## src/rtl/qpx_pkg.sv

```systemverilog
package qpx_pkg;
  typedef enum logic [2:0] {
    ST_IDLE, ST_ADDR, ST_AACK, ST_WDAT, ST_WACK, ST_RDAT, ST_RACK
  } qpx_state_e;
endpackage

```

## src/rtl/qpx_sync.sv

```systemverilog
module qpx_sync #(
  parameter int W      = 2,
  parameter int STAGES = 2
) (
  input  logic         clk,
  input  logic         rst,
  input  logic [W-1:0] d,
  output logic [W-1:0] q
);
  logic [W-1:0] stg [STAGES];

  generate
    for (genvar s = 0; s < STAGES; s++) begin : g_stage
      always_ff @(posedge clk) begin
        if (rst) stg[s] <= '1;
        else if (s == 0) stg[s] <= d;
        else stg[s] <= stg[(s == 0) ? 0 : s-1];
      end
    end
  endgenerate

  assign q = stg[STAGES-1];
endmodule

```

## src/rtl/qpx_i2c_slave.sv

```systemverilog
module qpx_i2c_slave #(
  parameter int BYTE_W = 8,
  parameter int SEL_W  = 3,
  parameter logic [BYTE_W-2-SEL_W:0] ADDR_HI = 'b0100
) (
  input  logic                clk,
  input  logic                rst,
  input  logic                scl,
  input  logic                sda,
  input  logic [SEL_W-1:0]    adr_sel,
  input  logic [2*BYTE_W-1:0] pin_lvl,
  output logic                sda_oe,
  output logic                wr_stb,
  output logic [2*BYTE_W-1:0] wr_data,
  output logic                scl_fall
);
  import qpx_pkg::*;
  localparam int CW = $clog2(BYTE_W + 1);

  qpx_state_e        state;
  logic              scl_q, sda_q, rw, half, mack;
  logic [CW-1:0]     cnt;
  logic [BYTE_W-1:0] sh, lo_byte, tx;
  logic              scl_rise, start, stop;
  logic [BYTE_W-1:0] pin_lo, pin_hi;

  assign scl_rise = scl & ~scl_q;
  assign scl_fall = ~scl & scl_q;
  assign start    = scl & scl_q & sda_q & ~sda;
  assign stop     = scl & scl_q & ~sda_q & sda;
  assign pin_lo   = pin_lvl[BYTE_W-1:0];
  assign pin_hi   = pin_lvl[2*BYTE_W-1:BYTE_W];

  always_ff @(posedge clk) begin
    if (rst) begin
      state   <= ST_IDLE;
      scl_q   <= 1'b1;
      sda_q   <= 1'b1;
      sda_oe  <= 1'b0;
      wr_stb  <= 1'b0;
      wr_data <= '1;
      rw      <= 1'b0;
      half    <= 1'b0;
      mack    <= 1'b0;
      cnt     <= '0;
      sh      <= '0;
      lo_byte <= '0;
      tx      <= '0;
    end else begin
      scl_q  <= scl;
      sda_q  <= sda;
      wr_stb <= 1'b0;
      if (start) begin
        state  <= ST_ADDR;
        cnt    <= '0;
        half   <= 1'b0;
        sda_oe <= 1'b0;
      end else if (stop) begin
        state  <= ST_IDLE;
        sda_oe <= 1'b0;
      end else begin
        case (state)
          ST_ADDR: begin
            if (scl_rise) begin
              sh  <= {sh[BYTE_W-2:0], sda};
              cnt <= cnt + CW'(1);
            end else if (scl_fall && cnt == CW'(BYTE_W)) begin
              if (sh[BYTE_W-1:1] == {ADDR_HI, adr_sel}) begin
                rw     <= sh[0];
                sda_oe <= 1'b1;
                state  <= ST_AACK;
              end else begin
                state <= ST_IDLE;
              end
            end
          end
          ST_AACK: begin
            if (scl_fall) begin
              cnt <= '0;
              if (rw) begin
                tx     <= pin_lo;
                sda_oe <= ~pin_lo[BYTE_W-1];
                state  <= ST_RDAT;
              end else begin
                sda_oe <= 1'b0;
                state  <= ST_WDAT;
              end
            end
          end
          ST_WDAT: begin
            if (scl_rise) begin
              sh  <= {sh[BYTE_W-2:0], sda};
              cnt <= cnt + CW'(1);
            end else if (scl_fall && cnt == CW'(BYTE_W)) begin
              sda_oe <= 1'b1;
              state  <= ST_WACK;
              if (!half) lo_byte <= sh;
            end
          end
          ST_WACK: begin
            if (scl_fall) begin
              sda_oe <= 1'b0;
              cnt    <= '0;
              half   <= ~half;
              state  <= ST_WDAT;
              if (half) begin
                wr_stb  <= 1'b1;
                wr_data <= {sh, lo_byte};
              end
            end
          end
          ST_RDAT: begin
            if (scl_fall) begin
              cnt <= cnt + CW'(1);
              tx  <= {tx[BYTE_W-2:0], 1'b0};
              if (cnt == CW'(BYTE_W-1)) begin
                sda_oe <= 1'b0;
                state  <= ST_RACK;
              end else begin
                sda_oe <= ~tx[BYTE_W-2];
              end
            end
          end
          ST_RACK: begin
            if (scl_rise) begin
              mack <= ~sda;
            end else if (scl_fall) begin
              if (mack) begin
                half   <= ~half;
                cnt    <= '0;
                tx     <= half ? pin_lo : pin_hi;
                sda_oe <= half ? ~pin_lo[BYTE_W-1] : ~pin_hi[BYTE_W-1];
                state  <= ST_RDAT;
              end else begin
                sda_oe <= 1'b0;
                state  <= ST_IDLE;
              end
            end
          end
          default: state <= ST_IDLE;
        endcase
      end
    end
  end
endmodule

```

## src/rtl/qpx_port_bank.sv

```systemverilog
module qpx_port_bank #(
  parameter int PW = 16
) (
  input  logic          clk,
  input  logic          rst,
  input  logic          wr_stb,
  input  logic [PW-1:0] wr_data,
  input  logic          scl_fall,
  output logic [PW-1:0] pull_low,
  output logic [PW-1:0] boost
);
  logic [PW-1:0] latch;

  always_ff @(posedge clk) begin
    if (rst) begin
      latch <= '1;
      boost <= '0;
    end else if (wr_stb) begin
      latch <= wr_data;
      boost <= wr_data & ~latch;
    end else if (scl_fall) begin
      boost <= '0;
    end
  end

  assign pull_low = ~latch;
endmodule

```

## src/rtl/qpx_expander.sv

```systemverilog
module qpx_expander #(
  parameter int BYTE_W      = 8,
  parameter int SEL_W       = 3,
  parameter int SYNC_STAGES = 2
) (
  input  logic                clk,
  input  logic                rst,
  input  logic                scl_i,
  input  logic                sda_i,
  input  logic [SEL_W-1:0]    adr_sel,
  input  logic [2*BYTE_W-1:0] pin_i,
  output logic                sda_oe,
  output logic [2*BYTE_W-1:0] pin_pull_low,
  output logic [2*BYTE_W-1:0] pin_boost
);
  localparam int PW = 2 * BYTE_W;

  logic [1:0]    bus_s;
  logic          wr_stb, scl_fall;
  logic [PW-1:0] wr_data;

  qpx_sync #(.W(2), .STAGES(SYNC_STAGES)) u_sync (
    .clk(clk), .rst(rst), .d({scl_i, sda_i}), .q(bus_s)
  );

  qpx_i2c_slave #(.BYTE_W(BYTE_W), .SEL_W(SEL_W)) u_slave (
    .clk(clk), .rst(rst), .scl(bus_s[1]), .sda(bus_s[0]),
    .adr_sel(adr_sel), .pin_lvl(pin_i), .sda_oe(sda_oe),
    .wr_stb(wr_stb), .wr_data(wr_data), .scl_fall(scl_fall)
  );

  qpx_port_bank #(.PW(PW)) u_bank (
    .clk(clk), .rst(rst), .wr_stb(wr_stb), .wr_data(wr_data),
    .scl_fall(scl_fall), .pull_low(pin_pull_low), .boost(pin_boost)
  );
endmodule

```

## config.mk

```make
export PLATFORM = sky130hd
export DESIGN_NAME = qpx_expander
export DESIGN_NICKNAME = d
export VERILOG_FILES = /design/src/rtl/qpx_pkg.sv /design/src/rtl/qpx_sync.sv /design/src/rtl/qpx_i2c_slave.sv /design/src/rtl/qpx_port_bank.sv /design/src/rtl/qpx_expander.sv
export SDC_FILE = /design/constraint.sdc
export NUM_CORES = 1
export LEC_CHECK = 0
export BUFFER_PORTS_ARGS = -buffer_cell sky130_fd_sc_hd__buf_2
export CAP_MARGIN = 40
export CORE_MARGIN = 5
export CORE_UTILIZATION = 52
export DETAILED_ROUTE_END_ITERATION = 16
export GPL_TIMING_DRIVEN = 0
export HOLD_SLACK_MARGIN = 0.1
export PLACE_DENSITY = 0.71
export SLEW_MARGIN = 20
export SYNTH_ARGS = -nofsm -noshare
export SYNTH_HDL_FRONTEND = slang
export SYNTH_SLANG_ARGS = --single-unit
export TNS_END_PERCENT = 10
```

## constraint.sdc

```tcl
create_clock -name clk -period 2.2 [get_ports clk]
set_input_delay 0.44 -clock clk [delete_from_list [all_inputs] [get_ports clk]]
set_output_delay 0.44 -clock clk [all_outputs]
set_load 0.005 [all_outputs]
```

* Yosys cells after proc, flatten, opt, wreduce, memory -nomap -nowiden
Memory sizes are Yosys's and may differ from the RTL's.
Cells that the tools add are included.
Widths: inputs -> output; s select.
** Cells by class
- Shift-type cells :: 0
- Reduce and logical (&&, ||, !) cells :: 22
- Add/subtract/negate cells :: 1
- $lt $le $gt $ge :: 0
- Divide/modulo/power cells :: 0
- Multipliers :: 0
- Eq/ne operators :: 34
- Mux-type cells :: 59
- Bitwise gates (word level) :: 24
** Operators by type and width (count)
- $mux 7 :: 7
- $mux 3 :: 12
- $mux 16 :: 2
- $ne 4x1->1 const B :: 7
- $mux 1 :: 24
- $mux 4 :: 6
- $ne 2x1->1 const B :: 12
- $pmux 7 s3 :: 1
- $reduce_and 10->1 :: 2
- $pmux 3 s6 :: 1
- $reduce_and 6->1 :: 3
- $and 16x16->16 :: 1
- $not 16->16 :: 1
- $pmux 4 s4 :: 1
- $not 1->1 :: 13
- $ne 4x4->1 const B :: 3
- $reduce_and 11->1 :: 1
- $eq 3x3->1 const B :: 3
- $reduce_and 9->1 :: 1
- $reduce_and 4->1 :: 2
- $reduce_and 8->1 :: 1
- $and 1x1->1 :: 7
- $eq 7x6->1 :: 1
- $eq 3x2->1 const B :: 2
- 18 further kinds :: 26
** Word-level totals
- Word-level logic and storage cells :: 157
- Register bits :: 85
- Memories kept :: 1
- Bits in read-only memories :: 0
- Bits in latches :: 0
- Memory bits (writable) :: 4
** Memories
- u_sync.stg :: depth 2, width 2, read ports 2, clocked after Yosys merged registers in 0, write ports 2, line qpx_sync.sv:10 : logic [W-1:0] stg [STAGES];

* Longest topological paths before layout
Gate-level depths: netlist of the first run.
An unclocked memory read counts as a cell.
- Depth in word-level cells :: 9
- Mapped depth :: 8
- Depth with buffers taken out :: 6

* By module
A second synthesis of the first run with hierarchy kept.
** Second synthesis, totals
- Cell total of the unflattened synthesis :: 431
- Area, all modules :: 3947.5 sq um
** Modules (own cells, without submodules)
- qpx_i2c_slave :: area each 2477.4 sq um, cells each 296, instances 1
- qpx_port_bank :: area each 1365.1 sq um, cells each 127, instances 1
- qpx_sync :: area each 105.1 sq um, cells each 8, instances 1

* Least setup slack after synthesis of the first run
Ideal clock, no wire load.
- Path type :: reg-to-reg
- Start point :: memory u_sync.stg[1][1]
- End point :: register u_slave.lo_byte[0]
- Slack :: 0.457 ns
- Arrival time :: 1.615 ns
- Stages on the path, launching flop included :: 7
- Setup time :: 0.128 ns
- Path buffers :: 1
- Cells stage by stage :: dfxtp_1 -> buf_6 -> and4bb_2 -> nand2_2 -> nor4_4 -> mux2i_1 -> nor2_1
** RTL lines
- from (decl) :: line qpx_sync.sv:10
- to (signal assigned) :: line qpx_i2c_slave.sv:97 : if (!half) lo_byte <= sh;
- to (decl) :: line qpx_i2c_slave.sv:23 : logic [BYTE_W-1:0] sh, lo_byte, tx;

* Final worst setup path of the first run
- Start point :: register u_slave.scl_q
- End point :: register u_slave.lo_byte[7]
** On the way
- Longest elaborated chain between the ends :: 5
- Elaborated cells between the ends (all ways) :: 13
- Classes of those cells :: bitwise (11); reduce/logical (2)
** Ends and longest elaborated chain
- from (decl) :: line qpx_i2c_slave.sv:21 : logic scl_q, sda_q, rw, half, mack;
- from (signal assigned) :: line qpx_i2c_slave.sv:50 : scl_q <= scl;
- $and 1x1->1 :: line qpx_i2c_slave.sv:29, qpx_i2c_slave.sv:30
- $and 1x1->1 (on tied branches) (2 in series) :: line qpx_i2c_slave.sv:29, qpx_i2c_slave.sv:30
- $not 1->1 (no source line)
- $reduce_and 6->1 (no source line) (*)
Every way passes the cells marked *; elsewhere a longest branch is shown, timed or not.
A chain may end at the register's enable or synchronous reset.

==> results.md, run 1 <==
Run status:
- The flow ran to the end, and the final reports show no timing, DRC or antenna violations.

STA:
- For this run, the top clock speed supported by timing is 491 MHz.
- In the final timing run, aggregate negative setup slack is 0 ps.
- Headroom to the max-slew limit came out at 0.534.
- The ratio of final minimum period to clock period is 0.926.
- The final number of max-transition violations is 0.
- Across all setup checks in the final design, the least slack found is 162 ps.
- At the pin with the least slew margin, the transition time is 694 ps.
- The clock period minus worst slack is 2040 ps.
- The final-report hold violation count was 0.
- Setup repair after global routing left no endpoint under its margin.
- The setup clock skew after layout is 9.86 ps.
- Setup violations remaining at the end of the flow were counted as 0.

Setup path:
- In this run the worst path has a maximum fanout of 10.
- The cell type of the slowest stage on the worst timing path is nor4_4.
- The setup path with the least slack is of type register to register.
- The arrival time of the worst setup path is 2280 ps.
- The critical path goes through buf_2 -> and4bb_2 -> nand2_2 -> nor4_4 -> mux2i_1 -> nor2_1.
- The required time reported for the critical path endpoint is 2440 ps.
- The worst setup path is launched from a register.
- The worst setup path is captured at a register.
- The largest single stage delay on the critical path is 620 ps.

Detailed routing:
- The post-detailed-route count of antenna-violating nets is 0.
- The initial detailed-routing violation count is 185.
- In the routed design, unresolved DRC markers number 0.
- The via count is 3379.
- The average wire per standard cell is 14.8 microns.
- In the routed layout, each cell is associated on average with a via count of 5.42.
- The number of iterations in the first detailed-routing pass is 4.
- Wires add up to 9.21 mm.

Global route:
- For this run, global-route usage on met3 was measured as 0.0363.
- The first global-routing pass estimated 15.1 mm of wire.
- The total grt overflow is 0.
- The most used routing layer is met2.
- The initial antenna violation count is 0.
- Entering global routing, the biggest net connects 16 pins.
- The total routing usage reported by global routing is 0.212.
- The met2 track demand over resource in global routing is 0.331.
- The number of global-route vias before repair is 3231.
- The met1 usage is 0.295.

Floorplanning:
- The area of the core region is 7180 sq um.
- The initial utilization of the core area, before any placement, comes to 0.528.
- From left edge to right edge, the die measures 95.4 microns.
- The die covers 9090 sq um.
- The floorplan step set the die height to 95.4 microns.
- During I/O placement, the number of pins put on the boundary was 56.
- The floorplan has 31 rows.

Yosys:
- The dominant synthesized flop cell is dfxtp_1.
- The number of nets produced by synthesis is 480.
- The count of different cell masters after synthesis is 53.
- The count of flip-flops with a built-in enable after synthesis is 0.
- The average instance in the mapped netlist occupies 8.33 sq um.
- The synthesis-stage register bit count is 89.
- The netlist area before placement is 3790 sq um.
- Synthesis produced 455 cells.
- The share of the yosys chip area belonging to registers is 0.470.
- The Yosys step of the flow raised 0 warnings.
- For this run, asynchronously set or reset flops after synthesis account for 0.

Clocking:
- The number of sinks handled by clock tree synthesis is 89.
- The CTS tree is done.
- In this run the deepest clock path goes through 2 buffers.
- The TritonCTS buffer count is 9.
- Clock tree synthesis selected as its root buffer the cell clkbuf_8.
- The number of levels in the clock H-tree is 3.
- Clock-pin slew was measured on the worst setup and hold paths at 90 ps.
- The later pin in the worst-skew pair is clocked with a latency of 360 ps.
- The number of setup buffers added after CTS is 0.

Placed design:
- The final estimated routing congestion in global placement is 0.902.
- The count of buffers added on input and output ports is 55.
- The cell count after placement is 609.
- The post-placement setup slack is 174 ps.
- The instance area at placement is 4190 sq um.
- The half-perimeter wire length after detailed placement is 6.66 mm.

Flow run:
- Across the run, the number of max-cap violations was 0.

Power:
- The ratio of total power to cell area is 668 nW/um^2.
- The analysis attributes to cell leakage a power of 1.80 nW.
- The completed layout was analyzed and its total power is 2.95 mW.
- IR analysis of the VDD net gives a maximum drop of 362 uV.

Cells and area:
- The most common cell after layout, fill and taps aside is dfxtp_1.
- 0 antenna diodes ended up in the layout.
- The library cells used most frequently in the layout, excluding fill and tap cells, are dfxtp_1, nand2_1, buf_2.
- The fill cell instance count of the final layout is 656.
- Relative to the synthesized area, the layout overhead comes to 16.3%.
- The proportion of layout cells with a drive suffix above 1 is 0.171.
- The cell area after layout is 4410 sq um.
- After the last flow step, the layout net total stands at 546.
- The non-filler instance count after layout is 624.

Hold path:
- The min-delay analysis places its worst path in the category input pin to register.
[worst max-delay path: cells and delay by family (launching register included)]
family,cells,cell delay [ps]
simple gates,4,1100
flops,1,340
mux,1,270
buf+inv,1,210
[through the flow]
stage	utilization	hold slack, ps
floorplan	-	389
global placement	0.584	400
detailed placement	0.584	396
CTS	0.614	261
global route	0.614	261
finish	0.614	264
[power breakdown]
group / switching, mW / internal (mW) / leakage [nW]
logic: 0.0593 / 0.0350 / 0.973
registers: 0.00449 / 1.61 / 0.719
clock network: 0.591 / 0.641 / 0.107
total: 0.655 / 2.29 / 1.80
[logic make-up after synthesis]
group	after synthesis	share of synthesized area
and+or+nand+nor	200	0.259
buffers and inverters	52	0.0552
muxes	12	0.0324
AOI/OAI and AO/OA	94	0.163
xor gates and xnor gates	6	0.0139
DFF	89	0.470
adders and majority gates	2	0.00660
[final timing paths]
kind                               startpoint                         endpoint  slack (ps)  cells after the start
setup / recovery     u_slave.scl_q$_SDFF_PP1_  u_slave.lo_byte[7]$_SDFFE_PP0P_         160                      6
hold / removal                          scl_i      u_sync.stg[0][1]$_SDFF_PP1_         260                      2
setup reg to reg     u_slave.scl_q$_SDFF_PP1_  u_slave.lo_byte[7]$_SDFFE_PP0P_         160                      6
hold reg to reg   u_sync.stg[0][0]$_SDFF_PP1_      u_sync.stg[1][0]$_SDFF_PP1_         410                      1
[registers in the layout, indices dropped and copies added, names as in the netlist]
name,cells
u_slave.rw,1
u_slave.wr_stb,1
u_slave.half,1
u_bank.boost,16
u_slave.lo_byte,8
u_slave.cnt,4
u_slave.scl_q,1
u_slave.sh,8
u_bank.latch,16
u_slave.wr_data,16
u_slave.state,3
u_slave.mack,1
u_slave.sda_q,1
u_sync.stg,4
u_slave.sda_oe,1
u_slave.tx,7
[repair_timing]
item,in CTS,in global routing
gates resized for setup,0,1
hold buffers,0,0
endpoints found under the setup margin,0,6
[metal layers]
metal  wire length, microns  part of all wire
met2                   4050              0.44
met5                      0                 0
met3                    686             0.074
met4                     90            0.0098
met1                   4380              0.48
[synthesized netlist by cell type (2+ instances only)]
master / n / share of area
a211oi_1: 4 / 0.0079
a21oi_1: 35 / 0.046
a22oi_1: 7 / 0.014
a311oi_1: 6 / 0.014
a31oi_1: 2 / 0.0033
a41o_1: 2 / 0.0053
and2_1: 3 / 0.0050
buf_2: 2 / 0.0026
clkbuf_1: 26 / 0.026
dfxtp_1: 89 / 0.47
ha_1: 2 / 0.0066
inv_1: 21 / 0.021
mux2_2: 2 / 0.0059
mux2i_1: 10 / 0.026
nand2_1: 84 / 0.083
nand2b_1: 7 / 0.012
nand3_1: 34 / 0.045
nand3b_1: 16 / 0.032
nor2_1: 30 / 0.030
nor2b_1: 4 / 0.0066
o211ai_1: 17 / 0.034
o21ai_0: 6 / 0.0079
o22ai_1: 5 / 0.0083
or2_2: 7 / 0.012
or3_1: 2 / 0.0033
xnor2_1: 3 / 0.0069
xor2_1: 3 / 0.0069
[cell type report]
class,instances,area [sq um],area share
timing repair buffer,55,275,0.0625
buffer,30,126,0.0287
clock buffer,9,124,0.0281
tap,99,124,0.0281
sequential,89,1780,0.404
clock inverter,6,92.6,0.0210
multi-input combinational,314,1800,0.409
inverter,22,82.6,0.0187
Note: power is estimated with default switching activity, not from simulation.
==> run 2, diff against run 1 <==
- PLACE_DENSITY: 0.71 -> 0.7
- REMOVE_ABC_BUFFERS: not set -> 1
- SYNTH_HIERARCHICAL: not set -> 1
==> results.md, run 2 <==
STA:
- Setup repair after global routing left no endpoint under its margin.
- The setup clock skew after layout is 5.65 ps.
- The timing-limited maximum frequency is 503 MHz.
- The clock period minus worst slack is 1990 ps.
- The count of endpoints failing setup in the final report is 0.
- The final-report hold violation count is 0.
- Headroom to the max-slew limit came out at 0.547.
- The final number of max-transition violations is 0.
- The measured slew at the worst slew-check pin is 679 ps.
- Dividing the final minimum period by the clock period gives 0.905.

Yosys:
- The number of cells produced by synthesis is 431.
- The share of the synthesized area in the top cell type is 0.451.
- The dominant synthesized flop cell is dfxtp_1.
- For this run, the register share of the synthesized area comes to 0.451.
- The count of flip-flops with a built-in enable after synthesis is 0.
- Averaged over all synthesized cells, the footprint is 9.16 sq um.
- The async set or reset register ratio after synthesis is 0.
- Synthesis instantiated 55 different standard cells from the library.
- The cell taking the most area after synthesis is dfxtp_1.
- By area the synthesized netlist is led by dfxtp_1, nand2_1, a41o_1, nand3b_1, nor4b_2.
- The count of synthesis-stage warnings from yosys is 6.
- Ranked by instance count, the synthesized netlist is headed by dfxtp_1, nand2_1, nor2_1.
- The synthesis-stage register bit count is 89.
- The netlist area before placement is 3950 sq um.
- The most frequent cell after synthesis is dfxtp_1.

Setup path:
- The worst stage delay on the critical path is 600 ps.
- In this run the number of cells on the critical path is 4.
- On the critical path, the stage with the largest delay is an instance of dfxtp_1.
- The critical path goes through nor2b_1 -> nand4b_1 -> mux2i_1 -> nor2_1.
- Measured in cells, the most critical reg-to-reg path has a length of 4.
- Data arrives at the worst endpoint at 2210 ps.
- The worst setup path is launched from a register.
- The combined buffer and inverter count along the critical path is 0.
- The category of the critical setup timing path is register to register.
- At the worst endpoint, the required time is 2420 ps.
- The top fanout value on the critical path is 14.
- The worst setup path is captured at a register.
- The kind of cell with the highest combined delay along the critical path is simple AND/OR/NAND/NOR gates.

Power:
- Summed over all cells, the static leakage comes to 2.01 nW.
- The worst-case IR drop observed on VDD is 380 uV.
- Summing internal, switching and leakage power gives 2.81 mW.
- The ratio of total power to cell area is 642 nW/um^2.

Global route:
- The number of global-route vias before repair was 2954.
- The largest net degree at the start of global routing is 69.
- The first global-routing pass estimated 13.8 mm of wire.
- The total routing usage reported by global routing is 0.173.
- For this run the aggregate overflow at the end of global routing stands at 0.
- The initial antenna violation count is 0.

Detailed routing:
- The post-detailed-route count of antenna-violating nets is 0.
- The post-detailed-route via-to-cell ratio is 5.43.
- For this run, design rule violations remaining after detail routing come to 0.
- The initial detailed-routing violation count is 106.
- Across all layers, the routed design uses 3114 vias.
- The number of iterations in the first detailed-routing pass is 4.
- The overall routed net length is 7.77 mm.
- In the final routed layout, each cell accounts on average for 13.6 microns.

Placed design:
- The congestion estimate from routability-driven global placement came to 0.855.
- In this run the tool buffered the top-level ports with 55 buffer cells.
- Once detailed placement completed, the half-perimeter wirelength came to 5.31 mm.

Floorplanning:
- The die covers 9430 sq um.
- The overall die height is 97.1 microns.
- The effective utilization at floorplan is 0.538.
- The die outline width is 97.1 microns.
- The core region is 7330 sq um.
- The initialized floorplan defines 31 standard-cell rows.
- The number of top-level pins is 56.

Run status:
- The flow ran to the end, and the final reports show no timing, DRC or antenna violations.

Cells and area:
- The net count of the finished layout is 494.
- The proportion of layout cells with a drive suffix above 1 is 0.207.
- The largest registers in the layout are u_bank/boost (16), u_bank/latch (16), u_slave/wr_data (16).
- Leaving out fill and tap cells, the most frequent cells in the layout are dfxtp_1, nand2_1, buf_2.
- The repair_antennas step left the layout with diodes totalling 0.
- The area added between synthesis and finish is 11.0%.
- The utilization after layout is 0.598.
- Leaving out fill and tap cells, the most frequent cell in the layout is dfxtp_1.

Clocking:
- TritonCTS created 9 clock buffers.
- The clock transition at the registers of the reported paths is 80 ps.
- The number of hold buffers added after CTS is 0.
- The cell at the root of the clock tree is clkbuf_8.
- The insertion delay of the later-clocked pin in the worst-skew pair is 360 ps.
- Counting along the longest clock path gives a buffer depth of 2.
- The H-tree was split into 3 levels.
- The CTS tree is done.
- Counting every sink on the clock net gives 89.

Hold path:
- Counting instances, the worst hold path has a depth of 2.
- The worst hold path belongs to the class input pin to register.

Flow run:
- The reported max-cap violation count is 0.
-- run 2: logic make-up (layout without fill, tap and decap cells) --
kind of cell / count (synthesis) / in the layout / share of synthesized area
DFF: 89 / 89 / 0.451
muxes: 11 / 11 / 0.0279
xor gates and xnor gates: 5 / 5 / 0.0111
AOI/OAI and AO/OA: 88 / 88 / 0.171
and+or+nand+nor: 181 / 181 / 0.259
buffers and inverters: 55 / 98 / 0.0738
adders and majority gates: 2 / 2 / 0.00634
-- run 2: path summary, 6_finish.rpt --
path / start / endpoint / slack, ps
max: u_slave/state[1]$_SDFFE_PP0P_ / u_slave/lo_byte[2]$_SDFFE_PP0P_ / 210
min: sda_i / u_sync/stg[0][0]$_SDFF_PP1_ / 260
max reg2reg: u_slave/state[1]$_SDFFE_PP0P_ / u_slave/lo_byte[2]$_SDFFE_PP0P_ / 210
min reg2reg: u_sync/stg[0][1]$_SDFF_PP1_ / u_sync/stg[1][1]$_SDFF_PP1_ / 410
-- run 2: layer usage --
layer / track usage / up-vias / share of wire
met5: 0 / - / 0
met4: 0.0616 / 0 / 0.018
met3: 0.0459 / 12 / 0.051
met2: 0.281 / 71 / 0.47
met1: 0.220 / 1441 / 0.46
li1: - / 1590 / -
-- run 2: stage by stage --
stage | hold slack [ps] | TNS [ps] | setup WS [ps] | std cells | cell area [sq um]
2_1_floorplan | 383 | 0 | 279 | 400 | 3750
3_3_place_gp | 388 | -9310 | -332 | 554 | 4150
3_5_place_dp | 389 | 0 | 15.1 | 556 | 4180
4_1_cts | 245 | 0 | 216 | 573 | 4380
5_1_grt | 250 | 0 | 10.0 | 573 | 4380
6_report | 259 | 0 | 210 | 573 | 4380
-- run 2: power by group --
part	internal, mW	leakage (nW)	switching (mW)
combinational	0.0403	1.21	0.0623
sequential	1.62	0.720	0.00936
clock	0.528	0.0868	0.558
-- run 2: final cells by class --
class	instances	area (sq um)
timing repair buffer	58	320
tap	99	124
clock buffer	12	135
fill	648	2950
multi-input combinational	287	1870
sequential	89	1780
inverter	24	90.1
clock inverter	4	53.8
-- run 2: what timing repair did --
action | CTS | global route
setup buffers | 1 | 0
setup endpoints to repair | 4 | 1
gates resized for setup | 0 | 1
pin swaps | 1 | 0
gates cloned | 0 | 0
